## config.mk

```make
export PLATFORM = sky130hd
export DESIGN_NAME = pkt_framer
export DESIGN_NICKNAME = d
export VERILOG_FILES = /design/src/rtl/pkt_framer_pkg.sv /design/src/rtl/pkt_framer_whiten.sv /design/src/rtl/pkt_framer_crc.sv /design/src/rtl/pkt_framer.sv
export SDC_FILE = /design/constraint.sdc
export NUM_CORES = 1
export LEC_CHECK = 0
export BUFFER_PORTS_ARGS = -buffer_cell sky130_fd_sc_hd__clkbuf_2
export CAP_MARGIN = 20
export CORE_MARGIN = 4
export CORE_UTILIZATION = 41
export CTS_BUF_LIST = sky130_fd_sc_hd__clkbuf_4 sky130_fd_sc_hd__clkbuf_8
export DETAILED_ROUTE_END_ITERATION = 10
export GPL_ROUTABILITY_DRIVEN = 0
export HOLD_SLACK_MARGIN = 0.02
export SYNTH_ARGS = -nofsm -noshare
export SYNTH_HDL_FRONTEND = slang
export SYNTH_SLANG_ARGS = --single-unit
```

## constraint.sdc

```tcl
create_clock -name clk_i -period 2.8 [get_ports clk_i]
set_input_delay 0.42 -clock clk_i [delete_from_list [all_inputs] [get_ports clk_i]]
set_output_delay 0.42 -clock clk_i [all_outputs]
set_load 0.05 [all_outputs]
```

## src/rtl/pkt_framer_pkg.sv

```systemverilog
package pkt_framer_pkg;
  typedef enum logic [2:0] {
    SEC_IDLE,
    SEC_PRE,
    SEC_ADDR,
    SEC_PAY,
    SEC_CRC
  } sec_e;
endpackage

```

## src/rtl/pkt_framer_whiten.sv

```systemverilog
module pkt_framer_whiten #(
  parameter logic [6:0] SEED = 7'h7F
) (
  input  logic clk_i,
  input  logic rst_ni,
  input  logic load_i,
  input  logic step_i,
  output logic key_o
);
  logic [6:0] lfsr_q;

  always_ff @(posedge clk_i or negedge rst_ni) begin
    if (!rst_ni)      lfsr_q <= SEED;
    else if (load_i)  lfsr_q <= SEED;
    else if (step_i)  lfsr_q <= {lfsr_q[5:0], lfsr_q[6] ^ lfsr_q[3]};
  end

  assign key_o = lfsr_q[6];
endmodule

```

## src/rtl/pkt_framer_crc.sv

```systemverilog
module pkt_framer_crc #(
  parameter logic [15:0] POLY = 16'h1021,
  parameter logic [15:0] INIT = 16'hFFFF
) (
  input  logic        clk_i,
  input  logic        rst_ni,
  input  logic        init_i,
  input  logic        step_i,
  input  logic        din_i,
  output logic [15:0] crc_o
);
  logic [15:0] crc_q;
  logic        fb;

  assign fb = crc_q[15] ^ din_i;

  always_ff @(posedge clk_i or negedge rst_ni) begin
    if (!rst_ni)      crc_q <= INIT;
    else if (init_i)  crc_q <= INIT;
    else if (step_i)  crc_q <= {crc_q[14:0], 1'b0} ^ (fb ? POLY : 16'h0000);
  end

  assign crc_o = crc_q;
endmodule

```

## src/rtl/pkt_framer.sv

```systemverilog
module pkt_framer
  import pkt_framer_pkg::*;
#(
  parameter int         PRE_BYTES = 3,
  parameter int         ADDR_MIN  = 3,
  parameter int         ADDR_MAX  = 5,
  parameter int         PAY_MAX   = 32,
  parameter logic [6:0] SCR_SEED  = 7'h7F
) (
  input  logic                        clk_i,
  input  logic                        rst_ni,
  input  logic                        start_i,
  input  logic [1:0]                  aw_i,
  input  logic [8*ADDR_MAX-1:0]       addr_i,
  input  logic [$clog2(PAY_MAX)-1:0]  pay_len_i,
  input  logic                        crc_en_i,
  input  logic                        scr_en_i,
  input  logic [7:0]                  pay_data_i,
  input  logic                        pay_valid_i,
  output logic                        pay_ready_o,
  output logic                        busy_o,
  output logic                        bit_o,
  output logic                        bit_valid_o,
  output logic                        eop_o
);
  localparam int LW        = $clog2(PAY_MAX);
  localparam int CRC_BYTES = 2;

  sec_e                  sec_q, sec_nxt;
  logic [LW-1:0]         bcnt_q, sec_last, alast_d, alast_q, plast_q;
  logic [2:0]            bidx_q;
  logic [8*ADDR_MAX-1:0] addr_q;
  logic                  crc_en_q, scr_en_q;
  logic [7:0]            pay_q, cur_byte, addr_byte, pre_byte;
  logic [15:0]           crc_val;
  logic                  take_start, emit, in_body, raw_bit, key, out_bit;
  logic                  byte_end, sec_end, last_bit;
  logic                  bit_q, vld_q, eop_q;

  assign take_start = start_i && (sec_q == SEC_IDLE);
  assign in_body    = (sec_q == SEC_ADDR) || (sec_q == SEC_PAY);
  assign pay_ready_o = (sec_q == SEC_PAY) && (bidx_q == 3'd0);
  assign emit       = (sec_q != SEC_IDLE) && !(pay_ready_o && !pay_valid_i);

  // address length code, upper codes clamp to the maximum
  always_comb begin
    alast_d = LW'(ADDR_MAX - 1);
    if (ADDR_MIN - 1 + int'(aw_i) < ADDR_MAX - 1) alast_d = LW'(ADDR_MIN - 1 + int'(aw_i));
  end

  always_comb begin
    addr_byte = addr_q[7:0];
    for (int i = 0; i < ADDR_MAX; i++)
      if (bcnt_q == LW'(i)) addr_byte = addr_q[8*i +: 8];
  end

  assign pre_byte = addr_q[7] ? 8'hAA : 8'h55;

  always_comb begin
    cur_byte = 8'h00;
    sec_last = '0;
    sec_nxt  = sec_q;
    unique case (sec_q)
      SEC_PRE:  begin cur_byte = pre_byte;  sec_last = LW'(PRE_BYTES - 1); sec_nxt = SEC_ADDR; end
      SEC_ADDR: begin cur_byte = addr_byte; sec_last = alast_q;            sec_nxt = SEC_PAY;  end
      SEC_PAY:  begin
        cur_byte = (bidx_q == 3'd0) ? pay_data_i : pay_q;
        sec_last = plast_q;
        sec_nxt  = crc_en_q ? SEC_CRC : SEC_IDLE;
      end
      SEC_CRC:  begin
        cur_byte = bcnt_q[0] ? crc_val[7:0] : crc_val[15:8];
        sec_last = LW'(CRC_BYTES - 1);
        sec_nxt  = SEC_IDLE;
      end
      default: ;
    endcase
  end

  assign raw_bit  = cur_byte[3'd7 - bidx_q];
  assign out_bit  = raw_bit ^ (in_body && scr_en_q && key);
  assign byte_end = emit && (bidx_q == 3'd7);
  assign sec_end  = byte_end && (bcnt_q == sec_last);
  assign last_bit = sec_end && (sec_nxt == SEC_IDLE);

  pkt_framer_whiten #(.SEED(SCR_SEED)) i_whiten (
    .clk_i  (clk_i),
    .rst_ni (rst_ni),
    .load_i (take_start),
    .step_i (emit && in_body),
    .key_o  (key)
  );

  pkt_framer_crc i_crc (
    .clk_i  (clk_i),
    .rst_ni (rst_ni),
    .init_i (take_start),
    .step_i (emit && in_body),
    .din_i  (raw_bit),
    .crc_o  (crc_val)
  );

  always_ff @(posedge clk_i or negedge rst_ni) begin
    if (!rst_ni) begin
      sec_q    <= SEC_IDLE;
      bcnt_q   <= '0;
      bidx_q   <= '0;
      addr_q   <= '0;
      alast_q  <= '0;
      plast_q  <= '0;
      crc_en_q <= 1'b0;
      scr_en_q <= 1'b0;
      pay_q    <= '0;
    end else if (take_start) begin
      sec_q    <= SEC_PRE;
      bcnt_q   <= '0;
      bidx_q   <= '0;
      addr_q   <= addr_i;
      alast_q  <= alast_d;
      plast_q  <= pay_len_i;
      crc_en_q <= crc_en_i;
      scr_en_q <= scr_en_i;
    end else if (emit) begin
      if (pay_ready_o) pay_q <= pay_data_i;
      bidx_q <= bidx_q + 3'd1;
      if (sec_end) begin
        sec_q  <= sec_nxt;
        bcnt_q <= '0;
      end else if (byte_end) begin
        bcnt_q <= bcnt_q + LW'(1);
      end
    end
  end

  always_ff @(posedge clk_i or negedge rst_ni) begin
    if (!rst_ni) begin
      bit_q <= 1'b0;
      vld_q <= 1'b0;
      eop_q <= 1'b0;
    end else begin
      bit_q <= emit && out_bit;
      vld_q <= emit;
      eop_q <= last_bit;
    end
  end

  assign busy_o      = (sec_q != SEC_IDLE);
  assign bit_o       = bit_q;
  assign bit_valid_o = vld_q;
  assign eop_o       = eop_q;
endmodule

```

==> results_dict.tcl <==
set metrics [dict create \
    status "completed" \
    clock_path_buffers 2 \
    cts-buffers-inserted 9 \
    syn_inst 563 \
    syn_to_final_growth_pct 14.1 \
    num_rows 39 \
    diodes 0 \
    hold_path_class "in2async" \
    finalSetupViolCount 0 \
    post_cts_buffers 0 \
    slew_viol_final 0 \
    grt_pass1_vias 4079 \
    layout_commonest_cell "nand2_1" \
    tritoncts "yes" \
    ant_nets 0 \
    synth_largest_area_cell "dfrtp_1" \
    drtIter0Drc 282 \
    grt_max_degree 49 \
    leakagePower_nw 2.69 \
    core_mm2 0.0117 \
    ys_async_sr_fraction 1.00 \
    crit_type "reg2reg" \
    fillers 1105 \
    fin_crit_ps 2600 \
    finalCoreUtilization 0.487 \
    yosysUniqueCellTypes 61 \
    cp_max_fo 8 \
    start_kind "flip-flop" \
    r2r_start "bidx_q[1]" \
    fmax_mhz 385 \
    via_per_inst 5.27 \
    tightestPinTransition_ps 617 \
    ioPinCount 66 \
    path_buf_inv 2 \
    first_pass_iters 5 \
    yosys_warnings 0 \
    synthTopCellsByArea "dfrtp_1 36%, dfstp_2 12%, nand2_1 12%, nor2_1 5.0%, a21oi_1 3.6%" \
    synth-seq-cells 95 \
    routed_wl_um 12200 \
    htree_levels 3 \
    fp.dieH_um 118 \
    wl_per_cell_um 15.8 \
    end_kind "flip-flop" \
    cts_num_sinks 95 \
    clk_pin_slew_ps 90 \
    rsz0062_at_grt "false" \
    most-common-layout-cells "156 x nand2_1, 72 x dfrtp_1, 66 x nor2_1" \
    dp_hpwl_um 9080 \
    worst_path_largest_cell_delay_ps 450 \
    cp_cell_sequence "inv_1, ha_1, nor2b_1, buf_4, mux2i_1, o221ai_1, a21oi_1, nor3_1, o21ai_4, xor2_1, and2_1" \
    maxCapViolCount 0 \
    synth_edf_count 0 \
    initial_core_util 0.427 \
    vias 4076 \
    synth_top_flop_cell "dfrtp_1" \
    drc_errors 0 \
    cp_slowest_cell "dfrtp_1" \
    drive_gt1_frac 0.236 \
    fp.dieW_um 118 \
    dieArea_mm2 0.0140 \
    final.period_utilization 0.928 \
    critPathTopFamily "simple AND/OR/NAND/NOR gates" \
    clkLatencyLatePin_ps 380 \
    portBuffers 65 \
    finalHoldViolCount 0 \
    fin_nets 694 \
    p_per_area_mw_per_mm2 961 \
    avgSynthCellArea_um2 8.84 \
    slew_headroom 0.589 \
    critPathArrivalTime_ps 2870 \
    setup_tns_ps 0 \
    syn-num-nets 631 \
    holdWs_ps 43.6 \
    critPathRequiredTime_ps 3070 \
    ys_seq_area_frac 0.484 \
    ir_worst_vdd_mv 0.465 \
    rr_worst_depth 11 \
    skew_ps 12.0 \
    clockRootBuffer "clkbuf_8" \
    crit-reg2reg-capture "bit_o" \
    antenna_found_initial 0 \
    fin_area_mm2 0.00568 \
    globalRouteTotalUtil 0.183 \
    grt.overflow.total 0 \
    r2r_slack_ps 200 \
    postPlaceCellArea_mm2 0.00550 \
    synth_area_mm2 0.00498 \
    yosys.area.top_type_share 0.362 \
    grt_pass1_wl_um 20700 \
]
## state kept, by name, indices dropped and copies added, names as in the netlist
| name | cells |
|---|---|
| bit_o | 1 |
| i_crc.crc_o | 16 |
| bidx_q | 3 |
| pay_q | 8 |
| i_whiten.lfsr_q | 7 |
| bit_valid_o | 1 |
| alast_q | 3 |
| bcnt_q | 5 |
| scr_en_q | 1 |
| sec_q | 3 |
| addr_q | 40 |
| plast_q | 5 |
| eop_o | 1 |
| crc_en_q | 1 |
## power by group
part / internal [mW] / switching, mW / total, mW
logic: 0.945 / 1.11 / 2.05
clock network: 0.395 / 0.462 / 0.857
registers: 2.05 / 0.492 / 2.55
## synth_stat cells (2+ instances only)
cell and instances:
nand2_1 156, dfrtp_1 72, nor2_1 66, a21oi_1 36, dfstp_2 23, clkbuf_1 22
o21ai_0 19, mux2i_1 16, inv_1 13, mux2_2 12, nor3_1 11, xnor2_1 9
ha_1 7, nand3_1 7, nand2b_1 6, o21ai_1 6, o221ai_1 6, a211oi_1 5
o211ai_1 4, xor2_1 4, a211o_1 3, and2_1 3, buf_1 3, buf_6 3
nor2b_1 3, o22ai_1 3, a2111oi_0 2, a31oi_1 2, buf_2 2, buf_4 2
nand3b_1 2, nor3b_1 2, nor3b_4 2, o21a_1 2, o21bai_1 2, or2b_1 2
## cell families (layout without fill, tap and decap cells)
| kind of cell | count (synthesis) | after routing | synth area share |
|---|---|---|---|
| DFF | 95 | 95 | 0.484 |
| adders and majority gates | 7 | 7 | 0.0176 |
| AOI/OAI and AO/OA | 102 | 102 | 0.134 |
| and+or+nand+nor | 272 | 272 | 0.240 |
| xor gates and xnor gates | 13 | 13 | 0.0229 |
| muxes | 29 | 29 | 0.0616 |
| buffers and inverters | 45 | 113 | 0.0405 |
## worst max path at each step
stage	start	end	cells after the start
3_3_place_gp	bcnt_q[3]	bit_o	8
6_report	bidx_q[1]	bit_o	11
3_5_place_dp	bidx_q[1]	bcnt_q[3]	10
4_1_cts	bidx_q[1]	bcnt_q[3]	10
5_1_grt	bidx_q[1]	bit_o	11
2_1_floorplan	sec_q[0]	pay_q[0]	6
## per-layer routing
layer  routed length [µm]  GRT usage
met4                  230     0.0630
met2                 5320      0.272
met3                  745     0.0435
met5                    0          0
met1                 5930      0.263
## per-stage QoR
step	std cells	total power, mW	setup WS (ps)
floorplan	563	3.96	367
global route	774	5.87	36.2
global placement	758	4.52	278
CTS	774	5.47	209
finish	774	5.45	202
detailed placement	758	4.60	207
## area by class of cell
cell class | instances | area [µm²] | area share
flip-flops and latches | 95 | 2410 | 0.424
inverters | 13 | 48.8 | 0.00859
multi-input cells | 423 | 2380 | 0.420
clock buffers | 16 | 176 | 0.0311
repair buffers | 84 | 483 | 0.0851
well taps | 143 | 179 | 0.0315
## worst reg2reg max path: stages, from the launching register on
cell,delay [ps]
dfrtp_1,450
inv_1,180
ha_1,210
nor2b_1,170
buf_4,220
mux2i_1,130
o221ai_1,250
a21oi_1,80
nor3_1,330
o21ai_4,140
xor2_1,170
and2_1,150
## what timing repair did
item | in CTS | in global routing
resized for setup | 0 | 2
setup endpoints to repair | 0 | 4
hold buffers | 0 | 0
Note: power is estimated with default switching activity, not from simulation.
